## src/rtl/ptw_pkg.sv

```systemverilog
package ptw_pkg;
    // Geometry: page offset width sets everything else; a table fills one page.
    localparam int OFF_W   = 12;
    localparam int IDX_W   = OFF_W - 2;
    localparam int VA_W    = OFF_W + 2 * IDX_W;
    localparam int PTE_W   = VA_W;
    localparam int FRAME_W = VA_W - OFF_W;
    localparam int RSVD_W  = OFF_W - 2;

    typedef enum logic [1:0] {
        FLT_NONE       = 2'd0,
        FLT_OUTER_INV  = 2'd1,
        FLT_INNER_INV  = 2'd2,
        FLT_WRITE_PROT = 2'd3
    } fault_e;

    typedef enum logic [2:0] {
        ST_IDLE,
        ST_READ_OUTER,
        ST_WAIT_OUTER,
        ST_READ_INNER,
        ST_WAIT_INNER,
        ST_RESP
    } walk_st_e;

    typedef struct packed {
        logic [FRAME_W-1:0] frame;
        logic [RSVD_W-1:0]  rsvd;
        logic               wr;
        logic               vld;
    } pte_t;

    typedef struct packed {
        logic [IDX_W-1:0] outer;
        logic [IDX_W-1:0] inner;
        logic [OFF_W-1:0] off;
    } va_t;

    // Byte address of entry idx in a table that starts at frame base.
    function automatic logic [VA_W-1:0] slot_addr(input logic [FRAME_W-1:0] base,
                                                  input logic [IDX_W-1:0]   idx);
        return {base, idx, 2'b00};
    endfunction
endpackage

```

## src/rtl/ptw_entry_eval.sv

```systemverilog
module ptw_entry_eval
    import ptw_pkg::*;
(
    input  pte_t   entry,
    input  logic   leaf,
    input  logic   is_write,
    output fault_e code
);
    // Validity first at either level; permission only on the leaf.
    always_comb begin
        code = FLT_NONE;
        if (!entry.vld) begin
            code = leaf ? FLT_INNER_INV : FLT_OUTER_INV;
        end else if (leaf && is_write && !entry.wr) begin
            code = FLT_WRITE_PROT;
        end
    end
endmodule

```

## src/rtl/ptw_mem_if.sv

```systemverilog
module ptw_mem_if
    import ptw_pkg::*;
(
    input  logic            clk,
    input  logic            rst,
    input  logic            start,
    input  logic [VA_W-1:0] start_addr,
    input  logic            mem_ack,
    output logic            mem_req,
    output logic [VA_W-1:0] mem_addr,
    output logic            hit
);
    logic            req_q;
    logic [VA_W-1:0] addr_q;

    always_ff @(posedge clk) begin
        if (rst) begin
            req_q  <= 1'b0;
            addr_q <= '0;
        end else if (start) begin
            req_q  <= 1'b1;
            addr_q <= start_addr;
        end else if (req_q && mem_ack) begin
            req_q  <= 1'b0;
        end
    end

    assign mem_req  = req_q;
    assign mem_addr = addr_q;
    assign hit      = req_q && mem_ack;

    // an outstanding read holds its request and address until acknowledged
    p_hold_addr_r4: assert property (@(posedge clk) disable iff (rst)
        (mem_req && !mem_ack) |=> (mem_req && $stable(mem_addr)));

    // a new read is never issued over an outstanding one
    p_no_overlap_r4: assert property (@(posedge clk) disable iff (rst)
        start |-> !mem_req);
endmodule

```

## src/rtl/ptw_ctrl.sv

```systemverilog
module ptw_ctrl
    import ptw_pkg::*;
(
    input  logic               clk,
    input  logic               rst,
    input  logic               req_valid,
    input  va_t                req_vaddr,
    input  logic               req_write,
    input  logic [FRAME_W-1:0] root_frame,
    output logic               req_ready,
    output logic               rsp_valid,
    output logic [VA_W-1:0]    rsp_paddr,
    output fault_e             rsp_code,
    output logic               issue,
    output logic [VA_W-1:0]    issue_addr,
    input  logic               hit,
    input  pte_t               rdata,
    output logic               eval_leaf,
    output logic               eval_write,
    input  fault_e             eval_code
);
    walk_st_e           st_q;
    va_t                va_q;
    logic               wr_q;
    logic [FRAME_W-1:0] base_q;
    fault_e             code_q;
    logic [VA_W-1:0]    paddr_q;
    logic               unused_attr;

    assign unused_attr = ^rdata.rsvd;

    always_ff @(posedge clk) begin
        if (rst) begin
            st_q    <= ST_IDLE;
            va_q    <= '0;
            wr_q    <= 1'b0;
            base_q  <= '0;
            code_q  <= FLT_NONE;
            paddr_q <= '0;
        end else begin
            unique case (st_q)
                ST_IDLE: if (req_valid) begin
                    va_q   <= req_vaddr;
                    wr_q   <= req_write;
                    base_q <= root_frame;
                    st_q   <= ST_READ_OUTER;
                end
                ST_READ_OUTER: st_q <= ST_WAIT_OUTER;
                ST_WAIT_OUTER: if (hit) begin
                    if (eval_code != FLT_NONE) begin
                        code_q  <= eval_code;
                        paddr_q <= '0;
                        st_q    <= ST_RESP;
                    end else begin
                        base_q <= rdata.frame;
                        st_q   <= ST_READ_INNER;
                    end
                end
                ST_READ_INNER: st_q <= ST_WAIT_INNER;
                ST_WAIT_INNER: if (hit) begin
                    code_q  <= eval_code;
                    paddr_q <= (eval_code == FLT_NONE) ? {rdata.frame, va_q.off} : '0;
                    st_q    <= ST_RESP;
                end
                ST_RESP: st_q <= ST_IDLE;
                default: st_q <= ST_IDLE;
            endcase
        end
    end

    always_comb begin
        issue      = (st_q == ST_READ_OUTER) || (st_q == ST_READ_INNER);
        issue_addr = slot_addr(base_q, (st_q == ST_READ_OUTER) ? va_q.outer : va_q.inner);
        eval_leaf  = (st_q == ST_WAIT_INNER);
        eval_write = wr_q;
        req_ready  = (st_q == ST_IDLE);
        rsp_valid  = (st_q == ST_RESP);
        rsp_paddr  = paddr_q;
        rsp_code   = code_q;
    end

    // single-cycle response, idle right after
    p_rsp_pulse_r9: assert property (@(posedge clk) disable iff (rst)
        rsp_valid |=> (!rsp_valid && req_ready));

    // a faulting walk never hands out an address
    p_fault_no_addr_r6: assert property (@(posedge clk) disable iff (rst)
        (rsp_valid && rsp_code != FLT_NONE) |-> (rsp_paddr == '0));

    // page offset passes through unchanged
    p_offset_keep_r5: assert property (@(posedge clk) disable iff (rst)
        (rsp_valid && rsp_code == FLT_NONE) |-> (rsp_paddr[OFF_W-1:0] == va_q.off));
endmodule

```

## src/rtl/page_walker.sv

```systemverilog
module page_walker
    import ptw_pkg::*;
(
    input  logic                clk,
    input  logic                rst,
    input  logic                req_valid,
    output logic                req_ready,
    input  logic [VA_W-1:0]     req_vaddr,
    input  logic                req_write,
    input  logic [FRAME_W-1:0]  root_frame,
    output logic                rsp_valid,
    output logic [VA_W-1:0]     rsp_paddr,
    output logic [1:0]          rsp_code,
    output logic                mem_req,
    output logic [VA_W-1:0]     mem_addr,
    input  logic                mem_ack,
    input  logic [PTE_W-1:0]    mem_rdata
);
    logic            issue;
    logic [VA_W-1:0] issue_addr;
    logic            hit;
    logic            eval_leaf;
    logic            eval_write;
    fault_e          eval_code;
    fault_e          code_w;
    pte_t            entry_w;

    assign entry_w  = pte_t'(mem_rdata);
    assign rsp_code = code_w;

    ptw_ctrl u_ctrl (
        .clk        (clk),
        .rst        (rst),
        .req_valid  (req_valid),
        .req_vaddr  (va_t'(req_vaddr)),
        .req_write  (req_write),
        .root_frame (root_frame),
        .req_ready  (req_ready),
        .rsp_valid  (rsp_valid),
        .rsp_paddr  (rsp_paddr),
        .rsp_code   (code_w),
        .issue      (issue),
        .issue_addr (issue_addr),
        .hit        (hit),
        .rdata      (entry_w),
        .eval_leaf  (eval_leaf),
        .eval_write (eval_write),
        .eval_code  (eval_code)
    );

    ptw_mem_if u_mem (
        .clk        (clk),
        .rst        (rst),
        .start      (issue),
        .start_addr (issue_addr),
        .mem_ack    (mem_ack),
        .mem_req    (mem_req),
        .mem_addr   (mem_addr),
        .hit        (hit)
    );

    ptw_entry_eval u_eval (
        .entry    (entry_w),
        .leaf     (eval_leaf),
        .is_write (eval_write),
        .code     (eval_code)
    );

    // an idle walker has no read in flight
    p_idle_quiet_r1: assert property (@(posedge clk) disable iff (rst)
        req_ready |-> !mem_req);
endmodule

```

## config.mk

```make
export PLATFORM = sky130hd
export DESIGN_NAME = page_walker
export DESIGN_NICKNAME = d
export VERILOG_FILES = /design/src/rtl/ptw_pkg.sv /design/src/rtl/ptw_entry_eval.sv /design/src/rtl/ptw_mem_if.sv /design/src/rtl/ptw_ctrl.sv /design/src/rtl/page_walker.sv
export SDC_FILE = /design/constraint.sdc
export NUM_CORES = 1
export LEC_CHECK = 0
export ABC_AREA = 1
export BUFFER_PORTS_ARGS = -buffer_cell sky130_fd_sc_hd__buf_2
export CAP_MARGIN = 20
export CELL_PAD_IN_SITES_DETAIL_PLACEMENT = 1
export CELL_PAD_IN_SITES_GLOBAL_PLACEMENT = 1
export CORE_AREA = 8 8 125 127
export CTS_BUF_LIST = sky130_fd_sc_hd__clkbuf_2 sky130_fd_sc_hd__clkbuf_4 sky130_fd_sc_hd__clkbuf_8
export DETAILED_ROUTE_END_ITERATION = 6
export DIE_AREA = 0 0 133 135
export PLACE_DENSITY_LB_ADDON = 0.1
export RECOVER_POWER = 50
export SLEW_MARGIN = 0
export SYNTH_ARGS = -nofsm -noshare
export SYNTH_HDL_FRONTEND = slang
export SYNTH_SLANG_ARGS = --single-unit
```

## constraint.sdc

```tcl
create_clock -name clk -period 4.6 [get_ports clk]
set_clock_uncertainty 0.15 [all_clocks]
set_input_delay 0.69 -clock clk [delete_from_list [all_inputs] [get_ports clk]]
set_output_delay 0.69 -clock clk [all_outputs]
set_load 0.05 [all_outputs]
```

# == Yosys cells after proc, flatten, opt, wreduce, memory -nomap -nowiden ==
# Index checks and enable logic that the tools add are counted.
# classes
n_eq_ne,10
mux,24
n_reduce_logical,15
# op_table
operator,n
two-way mux 32 bit,4
case mux 32 bit (2 select lines),1
two-way mux 20 bit,3
case mux 20 bit (2 select lines),1
case mux 3 bit (5 select lines),1
two-way mux 2 bit,6
two-way mux 3 bit,4
two-way mux 10 bit,1
"!= test 2 bit, second input constant",4
AND reduction 4 bit,2
nonzero test 2 bit,4
"== test 3 x 2 -> 1 bit, second input constant",2
"== test 3 bit, second input constant",2
case mux 2 bit (2 select lines),1
"== test 3 x 1 -> 1 bit, second input constant",1
logical AND 1 bit,3
logical NOT 3 bit,1
AND reduction 3 bit,1
logical NOT 2 bit,1
two-way mux 1 bit,2
"!= test 2 x 1 -> 1 bit, second input constant",1
AND reduction 2 bit,1
logical NOT 1 bit,1
logical OR 1 bit,1
# word_totals
regBits,121
wordCells,59
output_inout_bits,69
in_bits,89

# == Longest topological paths before layout ==
# logic_depth
ltp_word,9
depth_mapped,9
depth_no_buf,8

# == Cells and area by module ==
# A second synthesis with hierarchy kept.
# hier_totals
cells_unflattened,774
area_unflattened_um2,5365.1
# by_module_without_submodules
mod,cells_each,area_each_um2,instances,seq_area_each_um2
ptw_ctrl,620,4169.0,1,1801.7
ptw_mem_if,145,1159.9,1,660.6
ptw_entry_eval,9,36.3,1,0.0

# == Worst setup path before layout ==
# Ideal clock, no wire load.
# synth_timing
path_type,reg-to-output
startpoint,reg u_ctrl.st_q[0]
endpoint,out rsp_valid
n_path_buf,1
t_arrival_ps,1726
setup_slack_ps,2034
path_stages_with_launch,4
required_ps,3760
cell_sequence,dfxtp_1 inv_2 clkbuf_1 nor3_1
# synth_between
elab_chain_len,1
# synth_rtl
item,line_no,source
from (decl),ptw_ctrl.sv:22,walk_st_e st_q;
from (signal assigned),ptw_ctrl.sv:34,st_q <= ST_IDLE;
from (signal assigned),ptw_ctrl.sv:46,st_q <= ST_READ_OUTER;
from (signal assigned),ptw_ctrl.sv:48,ST_READ_OUTER: st_q <= ST_WAIT_OUTER;
== test 3 bit,ptw_ctrl.sv:77,rsp_valid = (st_q == ST_RESP);
to (decl),page_walker.sv:11,"output logic rsp_valid,"
# Every way passes these cells.

# == Worst setup path in the final report ==
# layout_timing
startpoint,reg u_ctrl.st_q[1]
endpoint,reg u_ctrl.va_q[31] (netlist bit)
# layout_between
elab_chain_len,2
# layout_rtl
item,line_no,source
logical NOT 3 bit,ptw_ctrl.sv:41,unique case (st_q)
AND reduction 2 bit (no source line),--,
to (signal assigned),ptw_ctrl.sv:43,va_q <= req_vaddr;
to (decl),ptw_ctrl.sv:23,va_t va_q;
# Every way passes these cells.
# A chain may end at the register's enable or synchronous reset.

==> impl_metrics.env <==
export IMPL_status="finished, violations left"
export IMPL_violations="max-capacitance violations, max-slew violations"
export IMPL_synthSimpleGateAreaFrac=0.329
export IMPL_clkSlewWorstSetupHoldPaths_ns=0.07
export IMPL_utilization=0.466
export IMPL_cts_hold_buffers_added=0
export IMPL_dieArea_sq_mm=0.0180
export IMPL_critPathCaptureType="flip-flop"
export IMPL_required_ns=4.72
export IMPL_grt_total_usage=0.185
export IMPL_maxSlewHeadroom=-0.0356
export IMPL_grt_max_degree=68
export IMPL_syn_avg_cell_area_sq_um=6.56
export IMPL_post_route_min_period_ns=3.56
export IMPL_io_pins=158
export IMPL_fin_setup_tns_ns=0
export IMPL_slowest_delay_ns=0.74
export IMPL_setup_viol=0
export IMPL_insertion_delay_ns=0.44
export IMPL_synthMuxAreaShare=0
export IMPL_crit_fanout=41
export IMPL_cp_top_family="simple AND/OR/NAND/NOR gates"
export IMPL_die_height_um=135
export IMPL_clockBufferDepth=2
export IMPL_portBuffers=145
export IMPL_finalHoldViolations=0
export IMPL_drt_total_wl_um=16500
export IMPL_dr_pass1_iters=5
export IMPL_critPathArrivalTime_ns=3.68
export IMPL_cts_setup_buffers=0
export IMPL_crit_chain="nor2_1 > inv_2 > nor2_1 > clkbuf_1 > nand2_1 > clkbuf_1 > o21ai_0 > a21oi_1"
export IMPL_drt_first_iter_violations=205
export IMPL_ir_drop_mv=0.233
export IMPL_grt_ovfl_total=0
export IMPL_finalMaxSlewViolations=42
export IMPL_grt_pass1_vias=5412
export IMPL_post_route_period_util=0.773
export IMPL_drive_above_1_share=0.135
export IMPL_cts_buffers=17
export IMPL_rsz0062_at_grt="false"
export IMPL_nNetsFinal=1006
export IMPL_antenna_found_initial=3
export IMPL_final_instance_count_excl_fill=1113
export IMPL_leakage_nw=3.04
export IMPL_synthAdderAreaFrac=0
export IMPL_syn_inst=796
export IMPL_max_freq_mhz=281
export IMPL_drc=0
export IMPL_critPathBufInv=3
export IMPL_clock_sinks=121
export IMPL_synth_top_family_by_area="simple AND/OR/NAND/NOR gates"
export IMPL_fp_row_count=43
export IMPL_dp_hpwl_um=12100
export IMPL_synth_compound_area_frac=0.0973
export IMPL_die_w_um=133
export IMPL_holdCritPathClass="reg2reg"
export IMPL_syn_area_sq_mm=0.00522
export IMPL_gp_congestion=0.867
export IMPL_cts_root_buffer="clkbuf_8"
export IMPL_synthXorXnorAreaFrac=0
export IMPL_initial_core_util=0.384
export IMPL_ctsResizeCount=0
export IMPL_synth_cell_type_count=21
export IMPL_synth_yosys_seq_area_share=0.464
export IMPL_worstMarginPinSlew_ns=1.55
export IMPL_syn2layout_area_growth_pct=21.6
export IMPL_power_density_mw_per_mm2=642
export IMPL_core_area_sq_mm=0.0136
export IMPL_dp_cells=1077
export IMPL_dr_total_vias=5192
export IMPL_post_drt_wl_per_cell_um=14.8
export IMPL_cts_tree="done"
export IMPL_h_tree_depth=4
export IMPL_grt_pass1_wl_um=26700
export IMPL_crit_type="reg2reg"
export IMPL_ys_seq_elements=121
export IMPL_nFillCells=1884
export IMPL_drv_cap=1
export IMPL_slowest_stage="nor2_1"
export IMPL_total_power_mw=4.08
export IMPL_start_kind="flip-flop"
export IMPL_antenna_left=0
export IMPL_ys_warn_count=0
export IMPL_via_per_inst=4.66
-- tightest hold or removal path: cells and delay by family (launching register included) --
family / cells / cell delay (ns)
compound gates: 1 / 0.05
buf+inv: 1 / 0.06
flops: 1 / 0.30
-- where the power goes --
group | internal, mW | switching, mW
Combinational | 0.401 | 1.23
Clock | 0.600 | 0.411
Sequential | 1.31 | 0.129
-- layout make-up --
type / instances / area [sq um] / area share
multi-input combinational: 537 / 2230 / 0.352
timing repair buffer: 153 / 709 / 0.112
antenna: 3 / 7.51 / 0.00118
clock buffer: 24 / 305 / 0.0481
inverter: 87 / 327 / 0.0514
clock inverter: 8 / 118 / 0.0185
tap: 180 / 225 / 0.0355
sequential: 121 / 2420 / 0.382
-- flip-flops by register name, indices dropped and copies added (netlist names) --
register / flops
u_ctrl.base_q: 20
u_ctrl.eval_write: 1
u_ctrl.rsp_code: 2
u_ctrl.rsp_paddr: 32
u_ctrl.st_q: 3
u_ctrl.va_q: 32
u_mem.mem_addr: 30
u_mem.mem_req: 1
-- synth_stat cells (all sizes together) --
| cell type | instances | area share |
|---|---|---|
| nand4 | 2 | 0.0024 |
| inv | 87 | 0.063 |
| a21oi | 48 | 0.046 |
| buf | 24 | 0.027 |
| nor3 | 2 | 0.0019 |
| conb | 1 | 0.00072 |
| o211ai | 1 | 0.0014 |
| dfxtp | 121 | 0.46 |
| clkbuf | 28 | 0.020 |
| o21ai | 52 | 0.050 |
| nand2 | 233 | 0.17 |
| nand3 | 51 | 0.049 |
| nor2 | 145 | 0.11 |
| nand3b | 1 | 0.0014 |
-- cells by family (layout without fill, tap and decap cells) --
| group | count (synthesis) | count (layout) |
|---|---|---|
| other cells | 1 | 5 |
| flops | 121 | 121 |
| buf+inv | 139 | 272 |
| simple gates | 434 | 434 |
| compound gates | 101 | 101 |
-- per-stage QoR --
stage	hold WS, ns	setup WS, ns	area [sq um]
2_1_floorplan	0.275	2.03	5230
3_3_place_gp	0.285	1.53	5990
3_5_place_dp	0.296	1.42	5990
4_1_cts	0.307	1.40	6410
5_1_grt	0.325	0.575	6350
6_report	0.302	1.04	6350
-- final timing paths --
check                  startpoint               to  slack [ns]  depth (start not counted)
setup reg to reg   u_ctrl.st_q[1]  u_ctrl.va_q[31]        1.04                          8
hold / removal    u_ctrl.va_q[30]  u_ctrl.va_q[30]        0.30                          2
hold reg to reg   u_ctrl.va_q[30]  u_ctrl.va_q[30]        0.30                          2
setup / recovery   u_ctrl.st_q[1]  u_ctrl.va_q[31]        1.04                          8
-- layer usage --
metal  track usage  part of all wire  up-vias
met5             0                 0        -
met4        0.0789             0.016        0
met3        0.0539             0.052       20
met2         0.305              0.48      102
met1         0.221              0.45     2397
li1              -                 -     2673
-- layout by cell type, fill, tap and decap left out, drive strengths merged --
master and n:
o211ai 1, buf 86, clkbuf 91, bufinv 3
nor3 2, nand3 51, dfxtp 121, inv 87
conb 2, nand4 2, nand2 233, a21oi 48
nor2 145, o21ai 52, clkinvlp 1, diode 3
clkinv 4, nand3b 1
(Power assumes the default switching activity.)
